==> config.mk <==
export PLATFORM = sky130hd
export DESIGN_NAME = sdram_timing_guard
export DESIGN_NICKNAME = d
export VERILOG_FILES = /design/src/rtl/sdt_pkg.sv /design/src/rtl/sdt_holdoff.sv /design/src/rtl/sdt_bank.sv /design/src/rtl/sdt_viol.sv /design/src/rtl/sdram_timing_guard.sv
export SDC_FILE = /design/constraint.sdc
export NUM_CORES = 1
export LEC_CHECK = 0
export BUFFER_PORTS_ARGS = -buffer_cell sky130_fd_sc_hd__buf_2
export CORE_ASPECT_RATIO = 0.6
export CORE_MARGIN = 5
export CORE_UTILIZATION = 23
export CTS_BUF_LIST = sky130_fd_sc_hd__clkbuf_4 sky130_fd_sc_hd__clkbuf_8
export DETAILED_ROUTE_END_ITERATION = 10
export GPL_ROUTABILITY_DRIVEN = 0
export PLACE_DENSITY = 0.42
export SYNTH_ARGS = -nofsm -noshare
export SYNTH_HDL_FRONTEND = slang
export SYNTH_HIERARCHICAL = 1
export SYNTH_SLANG_ARGS = --single-unit
==> constraint.sdc <==
create_clock -name clk -period 3.1 [get_ports clk]
set_clock_uncertainty 0.05 [all_clocks]
set_input_delay 0.155 -clock clk [delete_from_list [all_inputs] [get_ports clk]]
set_output_delay 0.155 -clock clk [all_outputs]
set_load 0.05 [all_outputs]
==> src/rtl/sdt_pkg.sv <==
package sdt_pkg;
  typedef enum logic [2:0] {
    CMD_ACT = 3'd0,
    CMD_RD  = 3'd1,
    CMD_WR  = 3'd2,
    CMD_PRE = 3'd3,
    CMD_REF = 3'd4,
    CMD_MRS = 3'd5,
    CMD_BST = 3'd6,
    CMD_NOP = 3'd7
  } cmd_e;

  // clocks covering a nanosecond limit, rounded up
  function automatic int ns2ck(input int ns, input int tck);
    return (ns + tck - 1) / tck;
  endfunction

  // counter load value for a wait of n clocks
  function automatic int ck2ld(input int n);
    return (n > 0) ? n - 1 : 0;
  endfunction

  function automatic int max2(input int a, input int b);
    return (a > b) ? a : b;
  endfunction
endpackage

==> src/rtl/sdt_holdoff.sv <==
module sdt_holdoff #(
  parameter int CW = 4
) (
  input  logic          clk,
  input  logic          rst,
  input  logic          load,
  input  logic [CW-1:0] load_val,
  output logic          ready
);
  logic [CW-1:0] cnt;
  logic [CW-1:0] dec;

  assign dec = (cnt != '0) ? cnt - 1'b1 : '0;

  always_ff @(posedge clk) begin
    if (rst) cnt <= '0;
    else if (load && load_val > dec) cnt <= load_val;
    else cnt <= dec;
  end

  assign ready = (cnt == '0);
endmodule

==> src/rtl/sdt_bank.sv <==
module sdt_bank #(
  parameter int CW    = 4,
  parameter int RCD_L = 0,
  parameter int RP_L  = 0,
  parameter int RAS_L = 0,
  parameter int RC_L  = 0,
  parameter int WR_L  = 0,
  parameter int WRA_L = 0,
  parameter int RMAX  = 16,
  parameter int OW    = 5
) (
  input  logic clk,
  input  logic rst,
  input  logic act,
  input  logic pre,
  input  logic wlast,
  input  logic refr,
  output logic is_open,
  output logic col_ok,
  output logic pre_ok,
  output logic act_ok,
  output logic expired
);
  logic [CW-1:0] act_val, pre_val;
  logic [OW-1:0] age;

  always_comb begin
    act_val = '0;
    if (act || refr) act_val = CW'(RC_L);
    if (pre && CW'(RP_L) > act_val) act_val = CW'(RP_L);
    if (wlast && CW'(WRA_L) > act_val) act_val = CW'(WRA_L);
  end

  always_comb begin
    pre_val = '0;
    if (act) pre_val = CW'(RAS_L);
    if (wlast && CW'(WR_L) > pre_val) pre_val = CW'(WR_L);
  end

  sdt_holdoff #(.CW(CW)) u_rcd (
    .clk(clk), .rst(rst), .load(act), .load_val(CW'(RCD_L)), .ready(col_ok)
  );

  sdt_holdoff #(.CW(CW)) u_pre (
    .clk(clk), .rst(rst), .load(act || wlast), .load_val(pre_val), .ready(pre_ok)
  );

  sdt_holdoff #(.CW(CW)) u_act (
    .clk(clk), .rst(rst), .load(act || pre || wlast || refr),
    .load_val(act_val), .ready(act_ok)
  );

  always_ff @(posedge clk) begin
    if (rst) begin
      is_open <= 1'b0;
      age     <= '0;
    end else if (act) begin
      is_open <= 1'b1;
      age     <= OW'(1);
    end else if (pre) begin
      is_open <= 1'b0;
      age     <= '0;
    end else if (is_open && age != OW'(RMAX)) begin
      age <= age + 1'b1;
    end
  end

  assign expired = is_open && (age == OW'(RMAX));
endmodule

==> src/rtl/sdt_viol.sv <==
module sdt_viol #(
  parameter int BW = 2
) (
  input  logic          clk,
  input  logic          rst,
  input  logic          hit,
  input  logic [BW-1:0] bank,
  input  logic [2:0]    kind,
  output logic          flag,
  output logic [BW-1:0] flag_bank,
  output logic [2:0]    flag_kind
);
  always_ff @(posedge clk) begin
    if (rst) begin
      flag      <= 1'b0;
      flag_bank <= '0;
      flag_kind <= '0;
    end else if (hit && !flag) begin
      flag      <= 1'b1;
      flag_bank <= bank;
      flag_kind <= kind;
    end
  end
endmodule

==> src/rtl/sdram_timing_guard.sv <==
module sdram_timing_guard #(
  parameter int NUM_BANKS    = 4,
  parameter int T_CK_NS      = 8,
  parameter int T_RCD_NS     = 20,
  parameter int T_RP_NS      = 20,
  parameter int T_RAS_NS     = 48,
  parameter int T_RAS_MAX_NS = 120000,
  parameter int T_RC_NS      = 70,
  parameter int T_RRD_NS     = 16,
  parameter int T_WR_NS      = 8,
  parameter int T_MRD_CK     = 2,
  parameter int T_BDL_CK     = 1,
  localparam int BW          = $clog2(NUM_BANKS)
) (
  input  logic                 clk,
  input  logic                 rst,
  input  logic                 cmd_valid,
  input  logic [2:0]           cmd_kind,
  input  logic [BW-1:0]        cmd_bank,
  input  logic                 wlast_valid,
  input  logic [BW-1:0]        wlast_bank,
  output logic [NUM_BANKS-1:0] allow_act,
  output logic [NUM_BANKS-1:0] allow_col,
  output logic [NUM_BANKS-1:0] allow_pre,
  output logic                 allow_ref,
  output logic                 allow_mrs,
  output logic                 allow_bst,
  output logic [NUM_BANKS-1:0] row_expired,
  output logic                 viol_flag,
  output logic [BW-1:0]        viol_bank,
  output logic [2:0]           viol_kind
);
  import sdt_pkg::*;

  localparam int RCD_L = ck2ld(ns2ck(T_RCD_NS, T_CK_NS));
  localparam int RP_CK = ns2ck(T_RP_NS, T_CK_NS);
  localparam int RP_L  = ck2ld(RP_CK);
  localparam int RAS_L = ck2ld(ns2ck(T_RAS_NS, T_CK_NS));
  localparam int RC_L  = ck2ld(ns2ck(T_RC_NS, T_CK_NS));
  localparam int RRD_L = ck2ld(ns2ck(T_RRD_NS, T_CK_NS));
  localparam int WR_L  = ck2ld(ns2ck(T_WR_NS, T_CK_NS));
  localparam int WRA_L = ck2ld(1 + RP_CK);
  localparam int MRD_L = ck2ld(T_MRD_CK);
  localparam int BDL_L = ck2ld(T_BDL_CK);
  localparam int RMAX  = ns2ck(T_RAS_MAX_NS, T_CK_NS);
  localparam int OW    = $clog2(RMAX + 1);
  localparam int MAXL  = max2(max2(max2(RCD_L, RP_L), max2(RAS_L, RC_L)),
                              max2(max2(RRD_L, WR_L), max2(WRA_L, max2(MRD_L, BDL_L))));
  localparam int CW    = $clog2(MAXL + 2);

  logic [NUM_BANKS-1:0] b_act, b_pre, b_wl, b_open, b_col, b_pre_ok, b_act_ok;
  logic is_act, is_ref, is_mrs, rrd_ok, mrd_ok, bdl_ok, all_idle, legal;

  assign is_act = cmd_valid && cmd_kind == CMD_ACT;
  assign is_ref = cmd_valid && cmd_kind == CMD_REF;
  assign is_mrs = cmd_valid && cmd_kind == CMD_MRS;

  for (genvar i = 0; i < NUM_BANKS; i++) begin : g_bank
    assign b_act[i] = is_act && cmd_bank == BW'(i);
    assign b_pre[i] = cmd_valid && cmd_kind == CMD_PRE && cmd_bank == BW'(i);
    assign b_wl[i]  = wlast_valid && wlast_bank == BW'(i);

    sdt_bank #(
      .CW(CW), .RCD_L(RCD_L), .RP_L(RP_L), .RAS_L(RAS_L), .RC_L(RC_L),
      .WR_L(WR_L), .WRA_L(WRA_L), .RMAX(RMAX), .OW(OW)
    ) u_bank (
      .clk(clk), .rst(rst), .act(b_act[i]), .pre(b_pre[i]), .wlast(b_wl[i]),
      .refr(is_ref), .is_open(b_open[i]), .col_ok(b_col[i]),
      .pre_ok(b_pre_ok[i]), .act_ok(b_act_ok[i]), .expired(row_expired[i])
    );

    assign allow_act[i] = !b_open[i] && b_act_ok[i] && rrd_ok && mrd_ok;
    assign allow_col[i] = b_open[i] && b_col[i] && mrd_ok;
    assign allow_pre[i] = b_pre_ok[i] && mrd_ok;
  end

  sdt_holdoff #(.CW(CW)) u_rrd (
    .clk(clk), .rst(rst), .load(is_act), .load_val(CW'(RRD_L)), .ready(rrd_ok)
  );
  sdt_holdoff #(.CW(CW)) u_mrd (
    .clk(clk), .rst(rst), .load(is_mrs), .load_val(CW'(MRD_L)), .ready(mrd_ok)
  );
  sdt_holdoff #(.CW(CW)) u_bdl (
    .clk(clk), .rst(rst), .load(wlast_valid), .load_val(CW'(BDL_L)), .ready(bdl_ok)
  );

  assign all_idle  = (b_open == '0) && (&b_act_ok);
  assign allow_ref = all_idle && mrd_ok;
  assign allow_mrs = all_idle && mrd_ok;
  assign allow_bst = bdl_ok && mrd_ok;

  always_comb begin
    case (cmd_kind)
      CMD_ACT:         legal = allow_act[cmd_bank];
      CMD_RD, CMD_WR:  legal = allow_col[cmd_bank];
      CMD_PRE:         legal = allow_pre[cmd_bank];
      CMD_REF:         legal = allow_ref;
      CMD_MRS:         legal = allow_mrs;
      CMD_BST:         legal = allow_bst;
      default:         legal = 1'b1;
    endcase
  end

  sdt_viol #(.BW(BW)) u_viol (
    .clk(clk), .rst(rst), .hit(cmd_valid && !legal), .bank(cmd_bank),
    .kind(cmd_kind), .flag(viol_flag), .flag_bank(viol_bank), .flag_kind(viol_kind)
  );
endmodule

==> flow_summary.ini, run 1 <==
[clocking]
htree_levels = 4
root_buffer = clkbuf_8
cts.path.max_buffers = 2
postCtsSetupRepairBufs = 0
tritoncts = yes
numCtsBuffers = 17
cts.sinks = 126
clk_pin_slew_ns = 0.07
clkLatencyLatePin_ns = 0.48

[floorplan]
dieArea_um2 = 44100
die_w_um = 268
row_count = 56
die_y_um = 165
pin_count = 36
core_um2 = 39200
start_util_pct = 23.4

[finish]
layout_commonest_cell = nor2_1
design_area_um2 = 10700
num-nets-final = 1284
fillers = 4248
layout_common_cells = nor2_1 (166), dfxtp_1 (126), nor3_1 (74)
ff_latch_area_um2 = 2520
final_util_pct = 27.3
drive_gt1_share_pct = 20.1
multiInputGateArea_um2 = 6510
syn_to_final_growth_pct = 16.5

[synth]
ys_seq_area_share_pct = 27.5
synth_seq_cells = 126
ys_types = 58
netlist.area_leader.share_pct = 27.5
synthFlopType = dfxtp_1
postSynth.asyncResetShare_pct = 0
synth_edf_count = 0
synth_cells = 1081
syn_avg_cell_area_um2 = 8.47
yosysWarnings = 6
syn_area_um2 = 9160
synthTopCellsByArea = dfxtp_1 (28%), ha_1 (9.3%), nor2_1 (6.8%), mux2_2 (5.5%), nor3_1 (4.1%)
synth_top_area_cell = dfxtp_1

[timing]
period_share_pct = 88.1
whs_ns = 0.144
rsz0062_at_grt = no
slew_violations = 0
slew_headroom_pct = 40.5
fin_setup_tns_ns = 0
min_period_ns = 2.73
hold_viol_final = 0
max_freq_ghz = 0.366
worstMarginPinSlew_ns = 0.887
setup_viol_count_final = 0

[global_routing]
grt_max_degree = 57
antenna_found_initial = 0
track_usage_pct = 11.1
grtUsageMet2_pct = 15.7
met3_usage_pct = 2.95
grt_pass1_wl_um = 39300
grt-busiest-layer = met1
grt_pass1_vias = 7314
grt_overflow = 0
met1_usage_pct = 16.6

[worst_setup_path]
cp-start-kind = input port
cp_max_fo = 8
crit_type = in2reg
worst_ep_required_time_ns = 3.41
worstSetupEndpointType = register
crit_arrival_ns = 3.04

[place]
io_buffers = 35
hpwl_um = 18000
placed_area_um2 = 10200

[pwr]
vdd_drop_max_v = 0.000270
power_density_nw_per_um2 = 363
p_leak_nw = 4.13

[detailed_routing]
routed_via_density = 4.42
wl_um = 23500
drtIter0Drc = 528
drcViolationCount = 0
dr.pass1.iters = 5
vias = 7692
postRouteAntennaNets = 0
wire_per_inst_um = 13.5

[run_status]
status = complete, no violations

[job]
cap_violations = 0

[min_path]
hold_class = in2reg
-- kinds of logic after synthesis --
family	share of synthesized area, %
fa+ha+maj	9.29
xor+xnor	2.77
flops	27.5
mux	6.21
other cells	0.410
buf+inv	4.03
simple gates	33.5
compound gates	16.2
-- synth_stat cells, drive strengths merged (3+ instances only) --
| master | count |
|---|---|
| nor3 | 75 |
| inv | 57 |
| buf | 13 |
| nand2b | 18 |
| a41oi | 4 |
| nand2 | 72 |
| mux2i | 4 |
| xor2 | 9 |
| a31o | 8 |
| and3 | 6 |
| a211o | 4 |
| nor2 | 166 |
| and4b | 7 |
| and2 | 5 |
| nor4 | 16 |
| nand4bb | 5 |
| nor2b | 32 |
| o31ai | 20 |
| mux2 | 45 |
| a21oi | 77 |
| a2111o | 15 |
| or2 | 20 |
| ha | 68 |
| o211ai | 16 |
| or3 | 8 |
| dfxtp | 126 |
| or4 | 4 |
| nand4 | 36 |
| nand4b | 8 |
| o21ai | 28 |
| and4bb | 8 |
| clkbuf | 3 |
| nor4b | 15 |
| nand3 | 25 |
| and2b | 16 |
| xnor2 | 20 |
| conb | 10 |
-- flip-flops by register name, indices dropped and copies added, names as in the netlist --
register / count
g_bank.u_bank/u_rcd/cnt: 16
g_bank.u_bank/u_pre/cnt: 16
g_bank.u_bank/u_act/cnt: 16
u_viol/flag_bank: 2
u_viol/flag_kind: 3
u_viol/flag: 1
u_rrd/cnt: 4
g_bank.u_bank/is_open: 4
u_bdl/cnt: 4
u_mrd/cnt: 4
g_bank.u_bank/age: 56
-- critical path, cell delays in order --
cell and delay (ns):
dlygate4sd3_1 0.56, buf_2 0.19, nor3_1 0.60, or2_2 0.29
nor2_1 0.07, ha_1 0.29, nor2b_1 0.15, o211ai_2 0.10
a21oi_2 0.26, mux2_2 0.36
-- path summary, 6_finish.rpt --
| check | startpoint | to | slack [ns] | cells past startpoint |
|---|---|---|---|---|
| setup / recovery | cmd_kind[0] | g_bank[2].u_bank/u_act/cnt[2] | 0.37 | 10 |
| setup reg to reg | g_bank[3].u_bank/u_pre/cnt[0] | u_viol/flag_kind[0] | 0.44 | 8 |
| hold / removal | rst | g_bank[0].u_bank/is_open | 0.14 | 2 |
| hold reg to reg | u_viol/flag_bank[0] | u_viol/flag_bank[0] | 0.43 | 2 |
-- where the power goes --
part           internal, mW  total [mW]  switching (mW)
Sequential             1.65        1.68          0.0322
Combinational         0.237       0.708           0.471
Clock                 0.790        1.49           0.704
-- what timing repair did --
action	in CTS	in global routing
endpoints found under the hold margin	5	0
hold buffers	5	0
gates resized for setup	0	0
-- metrics by stage --
step	power (mW)	worst slack, ns	std cells
after floorplan	2.22	0.549	1144
after global placement	2.43	0.425	1703
after detailed placement	2.42	0.439	1703
after CTS	3.97	0.255	1738
after global routing	4.12	0.202	1738
final	3.88	0.368	1739
-- layer usage --
metal  wire [µm]  up-vias
li1            -     4108
met1       13000     3499
met2        9420       65
met3         748       20
met4         370        0
met5           0        -
-- final cells by class --
| type | instances | share of cell area (%) |
|---|---|---|
| clock buffers | 23 | 2.79 |
| well taps | 522 | 6.12 |
| clock inverters | 7 | 0.820 |
| repair buffers | 58 | 3.63 |
| flip-flops and latches | 126 | 23.6 |
| multi-input cells | 945 | 61.0 |
| inverters | 57 | 2.00 |
| diodes | 1 | 0.0234 |
Power figures use the tool's default switching activity.
==> inputs of run 2 (changes only) <==
PLACE_DENSITY = not set   (was 0.42)
==> flow_summary.ini, run 2 (same netlist as run 1, synthesis figures left out) <==
[timing]
rsz0062_at_grt = no
slew_violations = 0
setup_viol_count_final = 0
worstMarginPinSlew_ns = 0.867
period_share_pct = 87.2
min_period_ns = 2.70
max_freq_ghz = 0.370
slew_headroom_pct = 41.8
fin_setup_tns_ns = 0
setup_ws_ns = 0.397
hold_viol_final = 0

[global_routing]
grt_pass1_wl_um = 38200
antenna_found_initial = 1
grt_max_degree = 85
track_usage_pct = 10.7
grt_overflow = 0
grt_pass1_vias = 7485

[detailed_routing]
drcViolationCount = 0
routed_via_density = 4.65
dr.pass1.iters = 7
vias = 8069
wl_um = 23500
postRouteAntennaNets = 0
wire_per_inst_um = 13.5
drtIter0Drc = 557

[floorplan]
die_w_um = 268
core_um2 = 39200
start_util_pct = 23.4
pin_count = 36
row_count = 56
dieArea_um2 = 44100
die_y_um = 165

[place]
hpwl_um = 18100
numPlacedInstances = 1700
io_buffers = 35
pre_cts_ws_ns = 0.523

[pwr]
clkPwrFrac_pct = 38.8
p_leak_nw = 4.11
seqPwrFrac_pct = 43.1
netSwitchingFraction_pct = 30.7
vdd_drop_max_v = 0.000287
power_density_nw_per_um2 = 367
comb_power_share_pct = 18.1
intPower_mw = 2.71
p_sw_mw = 1.20

[finish]
drive_gt1_share_pct = 20.0
final_cell_count_no_fill = 1737
fillers = 4124
layout_commonest_cell = nor2_1
layout_common_cells = nor2_1 (166), dfxtp_1 (126), nor3_1 (74)
syn_to_final_growth_pct = 16.3
largest_register_ffs = 56
num-nets-final = 1281
final_util_pct = 27.2
regMostFlops = g_bank.u_bank/age

[worst_setup_path]
crit_type = reg2out
crit_arrival_ns = 2.50
cp_max_fo = 4
worstSetupEndpointType = output pin
worst_ep_required_time_ns = 2.89
cp-start-kind = register

[min_path]
hold_class = in2reg

[clocking]
clk_pin_slew_ns = 0.07
root_buffer = clkbuf_8
tritoncts = yes
cts.sinks = 126
clkLatencyLatePin_ns = 0.49
htree_levels = 4
cts_resized = 0
cts.path.max_buffers = 2
numCtsBuffers = 17

[job]
cap_violations = 0

[run_status]
status = complete, no violations
-- run 2: changes by cell type in the layout (fill, tap and decap cells not counted), sizes merged --
cell	before	now
clkbuf	23	27
buf	53	50
clkinv	4	2
bufinv	2	1
-- run 2: stage by stage --
stage	instance area, µm²	total power [mW]	hold WS, ns
final	10700	3.91	0.184
after global routing	10700	4.09	0.195
after CTS	10700	3.95	0.143
after detailed placement	10200	2.41	0.420
after global placement	10200	2.40	0.416
after floorplan	9400	2.22	0.174
-- run 2: critical path: stages (launching register included) --
cell and delay, ns:
dfxtp_1 0.34, or2_4 0.28, nor3_1 0.27, nor4bb_1 0.48, and4_1 0.34, buf_2 0.29
-- run 2: per-layer routing --
layer | track usage [%] | part of all wire (%) | up-vias
li1 | - | - | 4105
met1 | 14.8 | 50 | 3771
met2 | 16.2 | 43 | 163
met3 | 2.67 | 4.7 | 30
met4 | 4.05 | 2.5 | 0
met5 | 0 | 0 | -
-- run 2: area by class of cell --
class,count,area [µm²],area share [%]
multi-input combinational,945,6510,61.1
sequential,126,2520,23.7
tap,522,653,6.13
clock buffer,27,365,3.43
timing repair buffer,55,340,3.19
inverter,57,214,2.01
clock inverter,4,47.5,0.446
antenna,1,2.50,0.0235
-- run 2: worst paths after layout --
check / start / endpoint / slack (ns) / cells after the start
setup / recovery: g_bank[3].u_bank/u_act/cnt[1] / allow_mrs / 0.40 / 5
hold / removal: wlast_valid / u_bdl/cnt[1] / 0.18 / 4
setup reg to reg: g_bank[2].u_bank/u_pre/cnt[0] / u_viol/flag_bank[1] / 0.49 / 8
hold reg to reg: u_viol/flag_bank[0] / u_viol/flag_bank[0] / 0.43 / 2
-- run 2: repair_timing --
item / in CTS / in global routing
endpoints found under the hold margin: 5 / 0
hold buffers: 5 / 0
setup buffers: 0 / 0
-- run 2: power by group through the flow --
stage | combinational (mW) | clock, mW | sequential, mW
2_1_floorplan | 0.491 | 0 | 1.73
3_3_place_gp | 0.681 | 0 | 1.72
3_5_place_dp | 0.691 | 0 | 1.72
4_1_cts | 0.700 | 1.57 | 1.68
5_1_grt | 0.770 | 1.63 | 1.69
6_report | 0.708 | 1.52 | 1.68
==> inputs of run 3 (changes only) <==
SETUP_SLACK_MARGIN = 0.4   (was not set)
==> flow_summary.ini, run 3 (same netlist as run 1, synthesis figures left out) <==
[place]
numPlacedInstances = 1700
pre_cts_ws_ns = 0.523
hpwl_um = 18100
io_buffers = 35

[finish]
regMostFlops = g_bank.u_bank/age
largest_register_ffs = 56
drive_gt1_share_pct = 20.7
layout_common_cells = nor2_1 (164), dfxtp_1 (126), conb_1 (73)
num-nets-final = 1282
antenna_cells = 0
final_cell_count_no_fill = 1737
syn_to_final_growth_pct = 17.1
layout_commonest_cell = nor2_1

[floorplan]
die_w_um = 268
dieArea_um2 = 44100
row_count = 56
die_y_um = 165
start_util_pct = 23.4
pin_count = 36
core_um2 = 39200

[global_routing]
grt_overflow = 0
grt_max_degree = 85
antenna_found_initial = 1
grt_pass1_vias = 7487
track_usage_pct = 10.7
grt_pass1_wl_um = 38100

[pwr]
vdd_drop_max_v = 0.000280
p_leak_nw = 4.13
power_density_nw_per_um2 = 366
total_power_mw = 3.92

[clocking]
clkLatencyLatePin_ns = 0.48
tritoncts = yes
cts.sinks = 126
root_buffer = clkbuf_8
cts.path.max_buffers = 2
htree_levels = 4
numCtsBuffers = 17
clk_pin_slew_ns = 0.07

[worst_setup_path]
worst_ep_required_time_ns = 3.42
crit_arrival_ns = 2.84
cp_max_fo = 7
worstSetupEndpointType = register
cp-start-kind = register
crit_type = reg2reg

[detailed_routing]
dr.pass1.iters = 6
drcViolationCount = 0
vias = 8022
drtIter0Drc = 595
wl_um = 23500
routed_via_density = 4.62
wire_per_inst_um = 13.5
postRouteAntennaNets = 0

[run_status]
status = complete, no violations

[min_path]
hold_class = in2reg

[timing]
rsz0062_at_grt = no
fin_setup_tns_ns = 0
worstMarginPinSlew_ns = 0.856
setup_ws_ns = 0.581
whs_ns = 0.188
min_period_ns = 2.52
setup_viol_count_final = 0
period_share_pct = 81.3
slew_violations = 0
hold_viol_final = 0
slew_headroom_pct = 42.5
max_freq_ghz = 0.397

[job]
cap_violations = 0
==> run 3: cell count changes in the layout (fill, tap and decap cells not counted), moves of 2 or more <==
cell and change:
a21oi_2 -2, a21oi_4 +2, nor2_1 -2, nor2_2 +2
nor3_1 -3, nor3_2 +3
==> run 3: final cells by class <==
cell class	count	area (µm²)
Fill cell	4121	28400
Multi-Input combinational cell	945	6570
Clock buffer	27	365
Timing Repair Buffer	56	350
Sequential cell	126	2520
Clock inverter	4	47.5
Inverter	57	214
Tap cell	522	653
==> run 3: metrics by stage <==
stage	utilization [%]	area, µm²
after global routing	27.4	10700
after global placement	26.0	10200
after floorplan	-	9400
final	27.4	10700
after detailed placement	26.0	10200
after CTS	27.2	10700
==> run 3: what timing repair did <==
action	4_1_cts	5_1_grt
setup endpoints to repair	2	13
pin swaps	0	1
hold buffers	5	0
buffers inserted	0	1
endpoints found under the hold margin	5	0
gates resized for setup	1	11
==> run 3: power breakdown <==
part	internal (mW)	switching (mW)
logic	0.241	0.483
registers	1.65	0.0365
clock network	0.830	0.685
==> run 3: worst max-delay path: stages, from the launching register on <==
cell and delay [ns]:
dfxtp_1 0.42, or2_4 0.18, nor3_1 0.07, mux4_2 0.49
nor4bb_1 0.16, a311o_1 0.31, a211oi_4 0.37, and2b_4 0.28
o21ai_2 0.08
==> run 3: worst paths after layout <==
check                                              startpoint                   to  slack, ns  cells after the start
worst max register to register  g_bank[2].u_bank/u_pre/cnt[0]  u_viol/flag_bank[1]       0.58                      8
worst min register to register            u_viol/flag_bank[0]  u_viol/flag_bank[0]       0.43                      2
worst min-delay path                              wlast_valid         u_bdl/cnt[1]       0.19                      4
worst max-delay path            g_bank[2].u_bank/u_pre/cnt[0]  u_viol/flag_bank[1]       0.58                      8
==> run 3: metal layers <==
layer  part of all wire (%)  vias to the layer above  GRT usage (%)
li1                       -                     4102              -
met1                     50                     3739           14.7
met2                     43                      150           16.2
met3                    4.3                       31           2.81
met4                    2.2                        0           4.05
met5                      0                        -              0
